[src/rtl/icu_pkg.sv]
package icu_pkg;
    typedef enum logic [1:0] {
        OP_RAISE  = 2'd0,
        OP_CLEAR  = 2'd1,
        OP_STATUS = 2'd2,
        OP_SOURCE = 2'd3
    } icu_op_e;
endpackage

[src/rtl/icu_arb.sv]
module icu_arb #(
    parameter int N  = 4,
    parameter int IW = (N > 1) ? $clog2(N) : 1
) (
    input  logic [N-1:0]  req,
    output logic [N-1:0]  gnt,
    output logic [IW-1:0] win,
    output logic          any
);
    // fixed priority: lowest index wins, scan from the top so the last hit stays
    always_comb begin
        gnt = '0;
        win = '0;
        any = 1'b0;
        for (int i = N - 1; i >= 0; i--) begin
            if (req[i]) begin
                gnt    = '0;
                gnt[i] = 1'b1;
                win    = IW'(i);
                any    = 1'b1;
            end
        end
    end
endmodule

[src/rtl/icu_pend.sv]
module icu_pend
    import icu_pkg::*;
#(
    parameter int N  = 4,
    parameter int IW = (N > 1) ? $clog2(N) : 1
) (
    input  logic           clk,
    input  logic           rst_n,
    input  logic           upd,
    input  icu_op_e        op,
    input  logic [IW-1:0]  src,
    input  logic [IW-1:0]  arg,
    output logic [N*N-1:0] pend,
    output logic [N-1:0]   irq
);
    typedef struct packed {
        logic [N*N-1:0] bits;
    } pend_t;

    pend_t         st_d, st_q;
    logic [N-1:0]  arg_oh;
    logic [N-1:0]  src_oh;

    assign arg_oh = N'(1) << arg;
    assign src_oh = N'(1) << src;

    always_comb begin
        st_d = st_q;
        if (upd) begin
            for (int s = 0; s < N; s++) begin
                for (int t = 0; t < N; t++) begin
                    if (op == OP_RAISE && src_oh[s] && arg_oh[t])
                        st_d.bits[s*N+t] = 1'b1;
                    if (op == OP_CLEAR && arg_oh[s] && src_oh[t])
                        st_d.bits[s*N+t] = 1'b0;
                end
            end
        end
    end

    always_ff @(posedge clk) begin
        if (!rst_n) st_q <= '0;
        else        st_q <= st_d;
    end

    assign pend = st_q.bits;

    // each target line is the OR of its column
    for (genvar t = 0; t < N; t++) begin : g_col
        logic [N-1:0] col;
        for (genvar s = 0; s < N; s++) begin : g_row
            assign col[s] = st_q.bits[s*N+t];
        end
        assign irq[t] = |col;
    end
endmodule

[src/rtl/icu_rdbk.sv]
module icu_rdbk
    import icu_pkg::*;
#(
    parameter int N  = 4,
    parameter int IW = (N > 1) ? $clog2(N) : 1
) (
    input  logic           clk,
    input  logic           rst_n,
    input  logic [N-1:0]   gnt,
    input  icu_op_e        op,
    input  logic [IW-1:0]  src,
    input  logic [IW-1:0]  arg,
    input  logic [N*N-1:0] pend,
    output logic [N*N-1:0] rd
);
    logic [N-1:0] val;
    logic [N-1:0] arg_oh;
    logic [N-1:0] src_oh;

    assign arg_oh = N'(1) << arg;
    assign src_oh = N'(1) << src;

    // value for the winning port, computed from the matrix before this edge
    always_comb begin
        val = '0;
        unique case (op)
            OP_STATUS: begin
                for (int s = 0; s < N; s++)
                    for (int t = 0; t < N; t++)
                        if (src_oh[s] && arg_oh[t] && pend[s*N+t]) val[0] = 1'b1;
            end
            OP_SOURCE: begin
                for (int n = 0; n < N; n++)
                    for (int t = 0; t < N; t++)
                        if (src_oh[t] && pend[n*N+t]) val[n] = 1'b1;
            end
            default: val = '0;
        endcase
    end

    for (genvar p = 0; p < N; p++) begin : g_port
        logic [N-1:0] rb_d, rb_q;

        always_comb begin
            rb_d = rb_q;
            if (gnt[p]) rb_d = val;
        end

        always_ff @(posedge clk) begin
            if (!rst_n) rb_q <= '0;
            else        rb_q <= rb_d;
        end

        assign rd[p*N +: N] = rb_q;
    end
endmodule

[src/rtl/icu_top.sv]
module icu_top
    import icu_pkg::*;
#(
    parameter int N  = 4,
    parameter int IW = (N > 1) ? $clog2(N) : 1
) (
    input  logic            clk,
    input  logic            rst_n,
    input  logic [N-1:0]    cmd_valid,
    input  logic [2*N-1:0]  cmd_op,
    input  logic [IW*N-1:0] cmd_core,
    output logic [N-1:0]    cmd_accept,
    output logic [N*N-1:0]  rd_data,
    output logic [N-1:0]    irq_out
);
    logic [IW-1:0] win;
    logic          any;
    icu_op_e       sel_op;
    logic [IW-1:0] sel_arg;

    icu_arb #(.N(N), .IW(IW)) u_arb (
        .req (cmd_valid),
        .gnt (cmd_accept),
        .win (win),
        .any (any)
    );

    // route the winning port's fields
    always_comb begin
        sel_op  = OP_RAISE;
        sel_arg = '0;
        for (int p = 0; p < N; p++) begin
            if (cmd_accept[p]) begin
                sel_op  = icu_op_e'(cmd_op[2*p +: 2]);
                sel_arg = cmd_core[IW*p +: IW];
            end
        end
    end

    logic [N*N-1:0] pend;

    icu_pend #(.N(N), .IW(IW)) u_pend (
        .clk   (clk),
        .rst_n (rst_n),
        .upd   (any),
        .op    (sel_op),
        .src   (win),
        .arg   (sel_arg),
        .pend  (pend),
        .irq   (irq_out)
    );

    icu_rdbk #(.N(N), .IW(IW)) u_rdbk (
        .clk   (clk),
        .rst_n (rst_n),
        .gnt   (cmd_accept),
        .op    (sel_op),
        .src   (win),
        .arg   (sel_arg),
        .pend  (pend),
        .rd    (rd_data)
    );
endmodule

[config.mk]
export PLATFORM = sky130hd
export DESIGN_NAME = icu_top
export DESIGN_NICKNAME = d
export VERILOG_FILES = /design/src/rtl/icu_pkg.sv /design/src/rtl/icu_arb.sv /design/src/rtl/icu_pend.sv /design/src/rtl/icu_rdbk.sv /design/src/rtl/icu_top.sv
export SDC_FILE = /design/constraint.sdc
export NUM_CORES = 1
export LEC_CHECK = 0
export ABC_AREA = 1
export BUFFER_PORTS_ARGS = -buffer_cell sky130_fd_sc_hd__clkbuf_2
export CAP_MARGIN = 20
export CORE_ASPECT_RATIO = 1.5
export CORE_MARGIN = 4
export CORE_UTILIZATION = 30
export CTS_BUF_LIST = sky130_fd_sc_hd__clkbuf_16
export DETAILED_ROUTE_END_ITERATION = 10
export PLACE_DENSITY = 0.48
export SLEW_MARGIN = 20
export SYNTH_ARGS = -nofsm -noshare
export SYNTH_HDL_FRONTEND = slang
export SYNTH_SLANG_ARGS = --single-unit
[constraint.sdc]
create_clock -name clk -period 2.7 [get_ports clk]
set_input_delay 0 -clock clk [delete_from_list [all_inputs] [get_ports clk]]
set_output_delay 0 -clock clk [all_outputs]
set_load 0.1 [all_outputs]
==> results.txt, run 1 <==
total gr overflow - 0
htree depth - 2
DIE AREA - 7350 sq um
Syn-to-layout area delta - 22.2%
CTS root buf - clkbuf_16
final core utilization - 37.9%
global-route wire length before repair - 9690 um
dpl ws - 0.693 ns
slowest stage cell, crit path - nand2_1
Max-cap violations - 0
final clock period utilization by the worst path - 64.3%
wire per inst - 15.6 um
maximum operating frequency - 576 MHz
cell area power density - 618 nW/um^2
setup violators final - 0
Yosys cell types - 25
CTS tree - built
RSZ-0062 raised after global routing - no
CP max FO - 16
CP required - 2.87 ns
Post-CTS Hold Buffers - 0
CP Buf/Inv Count - 3
Final Max Tran Viols - 0
IO Pins - 46
PortBufs - 45
vias in the first global route - 1,924
Critical Path Start - cmd_valid[0]
GP Congestion - 0.932
synth cell count leaders - 35 x nand2_1, 33 x nand3_1, 32 x dfxtp_1, 30 x nor2_1, 27 x a21oi_1
family with the most delay on the worst path - simple AND/OR/NAND/NOR gates
Die H - 103 um
initial DRC count - 91
end point of the critical path - u_pend.pend[0]
total track usage - 17.0%
Post-Syn Instances - 268
Syn Area/Cell - 6.74 sq um
R2R depth - 4
Initial Utilization - 31.0%
Clock Pin Slew Worst Setup and Hold Paths - 0.05 ns
vias after detailed routing - 1,956
total power - 1.37 mW
Worst-Margin Slew - 0.680 ns
setup ws final - 0.963 ns
cell taking the most area after synthesis - dfxtp_1
Remaining DRCs - 0
diode count - 0
Layout Nets - 332
pin count of the biggest net entering global routing - 33
Synth Register Bits - 32
Core Region - 5830 sq um
Hold WS - 0.0700 ns
CP Class - input pin to flop
asr flop ratio synth - 0%
CTS Buf Count - 5
leakage - 0.988 nW
Hold Path Class - input pin to flop
share of layout cells above drive strength 1 - 26.8%
initial antenna violation count - 0
slew margin rel. - 54.3%
worst flop-to-flop path endpoint - u_rdbk.g_port[3].rb_q[3]
Detail Route Antenna Nets - 0
Critical Path, Cell by Cell - clkbuf_2 -> nor2_4 -> nand2_1 -> inv_2 -> nand2_1 -> nand3_1 -> a21oi_2 -> inv_2 -> nor2_2 -> nand2_1 -> o21ai_1 -> nor2_1
final hold vios - 0
status - completed
post-DP HPWL - 4390 um
clock sink count - 32
clock latency on the worst-skew pair - 0.28 ns
CP endpoint kind - flop
mapped cell area - 1810 sq um
Pre-antenna DRT Iters - 6
r2r setup slk - 1.27 ns
fin crit period - 1.74 ns
Yosys top cell area share - 35.5%
Die W - 71.4 um
syn_nets - 290
WP depth - 12
vias per cell - 5.12
CP max stage delay - 0.36 ns
VDD IR max - 0.461 mV
ranking of synthesized cells by area - dfxtp_1 35%, nand3_1 9.1%, a21oi_1 7.5%
Crit path arrival time - 1.90 ns
number of flops mapped to enable cells by yosys - 0
# rows - 34
R2R Path Start - u_pend.pend[14]
Layout Skew - 0.00434 ns
Most Frequent Cell on Critical Path - nand2_1
ys flop type - dfxtp_1
setup bufs post-CTS - 0
post-route setup TNS - 0 ns
critical path startpoint category - input pin
sequential area share after synthesis - 35.5%
Routed WL - 5950 um
post-cts sizing count - 0
Synthesis Warnings - 0
clock buffer depth - 2
most frequent cell after synthesis - nand2_1
[power breakdown]
part           internal (mW)  switching [mW]  leakage (nW)
sequential             0.490         0.00830         0.260
clock                  0.329           0.195        0.0648
combinational         0.0650           0.277         0.663
[how the worst min path moves through the flow]
| stage | from | end | slack [ns] | depth (start not counted) |
|---|---|---|---|---|
| 2_1_floorplan | rst_n | u_rdbk.g_port[3].rb_q[2] | 0.14 | 2 |
| 3_5_place_dp | cmd_op[7] | u_pend.pend[15] | 0.37 | 4 |
| 6_report | cmd_op[7] | u_pend.pend[15] | 0.07 | 4 |
| 3_3_place_gp | cmd_op[7] | u_pend.pend[15] | 0.36 | 4 |
| 4_1_cts | cmd_op[7] | u_pend.pend[15] | 0.08 | 4 |
| 5_1_grt | cmd_op[7] | u_pend.pend[15] | 0.11 | 4 |
[logic make-up after synthesis]
kind of cell | after synthesis | share of synthesized area (%)
DFF | 32 | 35.5
buffers and inverters | 45 | 10.5
AOI/OAI and AO/OA | 72 | 22.2
and+or+nand+nor | 119 | 31.9
[layout make-up]
type | count | area (sq um)
fillers | 638 | 3620
well taps | 72 | 90.1
clock inverters | 2 | 7.51
flip-flops and latches | 32 | 641
multi-input cells | 191 | 977
repair buffers | 48 | 248
clock buffers | 5 | 125
inverters | 32 | 120
[state kept, by name, summed over array words and instances, names as in the netlist]
name and count:
u_pend.pend 16, u_rdbk.g_port.rb_q 16
[placed cells by master, fill, tap and decap left out, types with 10 or more instances in the layout]
cell type,instances
nand3_1,33
dfxtp_1,32
a21oi_1,27
o21ai_0,16
inv_2,10
inv_1,22
o21ai_1,17
clkbuf_2,45
nand2_1,35
nor2_1,30
[per-stage QoR]
| step | area, sq um | instances |
|---|---|---|
| floorplan | 1810 | 268 |
| global placement | 2080 | 375 |
| detailed placement | 2080 | 375 |
| CTS | 2210 | 382 |
| global route | 2210 | 382 |
| finish | 2210 | 382 |
[layer usage]
| metal | part of all wire, % | vias up | GRT usage [%] |
|---|---|---|---|
| met1 | 41 | 894 | 19.8 |
| met2 | 51 | 70 | 29.9 |
| met3 | 5.7 | 10 | 3.61 |
| met5 | 0 | - | 0 |
| li1 | - | 982 | - |
| met4 | 1.7 | 0 | 7.38 |
[worst register-to-register path, stage by stage, from the launching register on]
cell,delay [ns]
dfxtp_1,0.32
inv_1,0.14
nor2_1,0.07
o31ai_1,0.62
a21oi_1,0.13
(Power assumes the default switching activity.)
==> run 2: changes to the inputs <==
- ABC_AREA: 1 -> 0
- clock period: 2.7 -> 1.66 ns (I/O delays scaled with it)
==> run 2 against run 1 <==
Clock power is 100% higher. Critical path type is now flop to output pin. Die area is 3.6% higher. Largest cell class unchanged. Synthesized area is 3.9% higher. Final cell count is 0.26% lower.
==> results.txt, run 2 <==
CP Class - flop to output pin
vias after detailed routing - 1,995 (+2.0%)
htree depth - 2 (unchanged)
asr flop ratio synth - 0% (unchanged)
final hold vios - 0 (unchanged)
diode count - 0 (unchanged)
R2R depth - 7 (+3)
family with the most delay on the worst path - buffers and inverters
Detail Route Antenna Nets - 0 (unchanged)
Synth Register Bits - 32 (unchanged)
GP Congestion - 0.866 (-7.0%)
Initial Utilization - 30.6% (-0.37 points)
Syn-to-layout area delta - 43.7%
Yosys cell types - 58 (+130%)
initial antenna violation count - 0 (unchanged)
PortBufs - 45 (unchanged)
initial DRC count - 95 (+4.4%)
Yosys top cell area share - 34.1% (-1.3 points)
CTS Buf Count - 5 (unchanged)
setup ws final - 0.0540 ns (-0.909 ns)
pin count of the biggest net entering global routing - 21 (-36%)
CP Buf/Inv Count - 2 (-1)
Die W - 72.6 um (+1.7%)
wire per inst - 16.8 um (+8.0%)
maximum operating frequency - 623 MHz
Critical Path, Cell by Cell - buf_4 -> or4_1 -> clkbuf_2
Filler cells - 646 (+1.3%)
total gr overflow - 0 (unchanged)
Pre-antenna DRT Iters - 4 (-2)
clock buffer depth - 2 (unchanged)
RSZ-0062 raised after global routing - no
ranking of synthesized cells by area - dfxtp_1 34%, a21oi_1 5.6%, a211oi_1 5.2%
CP max stage delay - 0.48 ns (+0.12 ns)
CP endpoint kind - output pin
fin crit period - 1.61 ns
commonest non-fill, non-tap cells in the layout - 50 x buf_4, 41 x clkbuf_2, 32 x dfxtp_1
Layout Skew - 0.00437 ns (+0.0000385 ns)
most common cell after layout, fill and taps aside - buf_4
# rows - 35 (+2.9%)
number of flops mapped to enable cells by yosys - 0 (unchanged)
Routed WL - 6410 um (+7.7%)
sequential area share after synthesis - 34.1% (-1.3 points)
Hold Path Class - input pin to flop
final clock period utilization by the worst path - 96.7%
Layout Nets - 328 (-1.2%)
clock latency on the worst-skew pair - 0.28 ns (about the same)
vias in the first global route - 2,031 (+5.6%)
r2r setup slk - 0.15 ns (-1.12 ns)
post-route setup TNS - 0 ns (unchanged)
share of layout cells above drive strength 1 - 40.7% (+14 points)
CTS tree - built
setup bufs post-CTS - 0 (unchanged)
worst flop-to-flop path endpoint - u_rdbk.g_port[2].rb_q[0]
CTS root buf - clkbuf_16
status - completed
Crit path arrival time - 1.61 ns (-0.29 ns)
vias per cell - 5.24 (+2.3%)
CP required - 1.66 ns (-1.21 ns)
total power - 2.33 mW (+70%)
WP depth - 3 (-9)
critical path startpoint category - flop
Synthesis Warnings - 0 (unchanged)
Critical Path Start - u_pend.pend[6]
cell area power density - 862 nW/um^2 (+39%)
slew margin rel. - 63.8% (+9.6 points)
setup violators final - 0 (unchanged)
end point of the critical path - irq_out[2]
global-route wire length before repair - 10,400 um (+6.9%)
Post-Syn Instances - 215 (-20%)
Remaining DRCs - 0 (unchanged)
Die H - 105 um (+1.8%)
VDD IR max - 0.458 mV (-0.61%)
IO Pins - 46 (unchanged)
most frequent cell after synthesis - dfxtp_1
DIE AREA - 7620 sq um (+3.6%)
Max-cap violations - 0 (unchanged)
post-DP HPWL - 5110 um (+16%)
R2R Path Start - u_pend.pend[10]
ys flop type - dfxtp_1
total track usage - 17.4% (+0.36 points)
CP max FO - 3 (-13)
Hold WS - 0.0644 ns (-0.00558 ns)
Clock Pin Slew Worst Setup and Hold Paths - 0.06 ns (about the same)
leakage - 1.16 nW (+18%)
Multi-input gate area - 1100 sq um (+12%)
Final Max Tran Viols - 0 (unchanged)
syn_nets - 237 (-18%)
slowest stage cell, crit path - or4_1
clock sink count - 32 (unchanged)
Syn Area/Cell - 8.74 sq um (+30%)
synth cell count leaders - 32 x dfxtp_1, 23 x nand2_1, 21 x a21oi_1, 13 x a211oi_1, 12 x o21ai_0
Worst-Margin Slew - 0.545 ns (-0.136 ns)
dpl ws - -0.178 ns (-0.871 ns)
mapped cell area - 1880 sq um (+3.9%)
Seq. cell area - 641 sq um (unchanged)
cell taking the most area after synthesis - dfxtp_1
Core Region - 6130 sq um (+5.2%)
-- run 2: cell count changes in the layout (fill, tap and decap cells not counted), sizes merged, moves of 16 or more --
cell   before  now
buf         3   53
nor2       36    8
nand3      36    9
inv        32    7
o21ai      33   12
nand2      40   24
-- run 2: worst reg2reg max path, cell delays in order (launching register included) --
cell      delay [ns]
dfxtp_1         0.35
nand3_1         0.09
a21oi_1         0.07
a221o_1         0.26
a21boi_0        0.22
buf_4           0.15
o221a_4         0.18
o31ai_1         0.07
-- run 2: logic make-up after synthesis --
| family | Yosys count | synth area share [%] |
|---|---|---|
| DFF | 32 | 34.1 |
| buffers and inverters | 21 | 7.86 |
| and+or+nand+nor | 76 | 22.1 |
| muxes | 5 | 3.26 |
| AOI/OAI and AO/OA | 81 | 32.6 |
-- run 2: cell type report --
type                    instances  share of cell area, %
clock buffers                   5                   4.64
multi-input cells             162                   40.6
repair buffers                 95                   24.0
well taps                      74                   3.43
clock inverters                 3                   1.58
flip-flops and latches         32                   23.7
inverters                      10                   1.99
-- run 2: what timing repair did --
| item | 4_1_cts | 5_1_grt |
|---|---|---|
| endpoints found under the hold margin | 0 | 0 |
| resized for setup | 1 | 2 |
| setup endpoints to repair | 1 | 10 |
| hold buffers | 0 | 0 |
-- run 2: stage by stage --
step / cell area, sq um / util (%) / cells
final: 2700 / 44.0 / 381
after global routing: 2700 / 44.0 / 381
after CTS: 2690 / 43.9 / 381
after detailed placement: 2520 / 41.1 / 373
after global placement: 2520 / 41.1 / 373
after floorplan: 1900 / - / 215
-- run 2: worst min path at each step --
stage	from	end	slack [ns]	cells past startpoint
global route	cmd_op[6]	u_pend.pend[15]	0.08	3
CTS	cmd_op[6]	u_pend.pend[15]	0.06	3
detailed placement	cmd_op[6]	u_pend.pend[15]	0.36	3
finish	cmd_op[6]	u_pend.pend[15]	0.06	3
global placement	cmd_op[6]	u_pend.pend[15]	0.36	3
floorplan	cmd_op[6]	u_pend.pend[15]	0.11	1
-- run 2: power by group --
part           total [mW]  switching, mW  internal, mW  leakage, nW
registers           0.787        0.00897         0.778        0.258
logic               0.491          0.300         0.191        0.823
clock network        1.05          0.344         0.704       0.0798
-- run 2: per-layer routing --
layer,global-route usage [%],up-vias,wire (um)
met5,0,-,0
met4,5.67,0,107
met3,2.69,8,240
met2,30.2,50,3340
met1,21.4,949,2730
li1,-,988,-
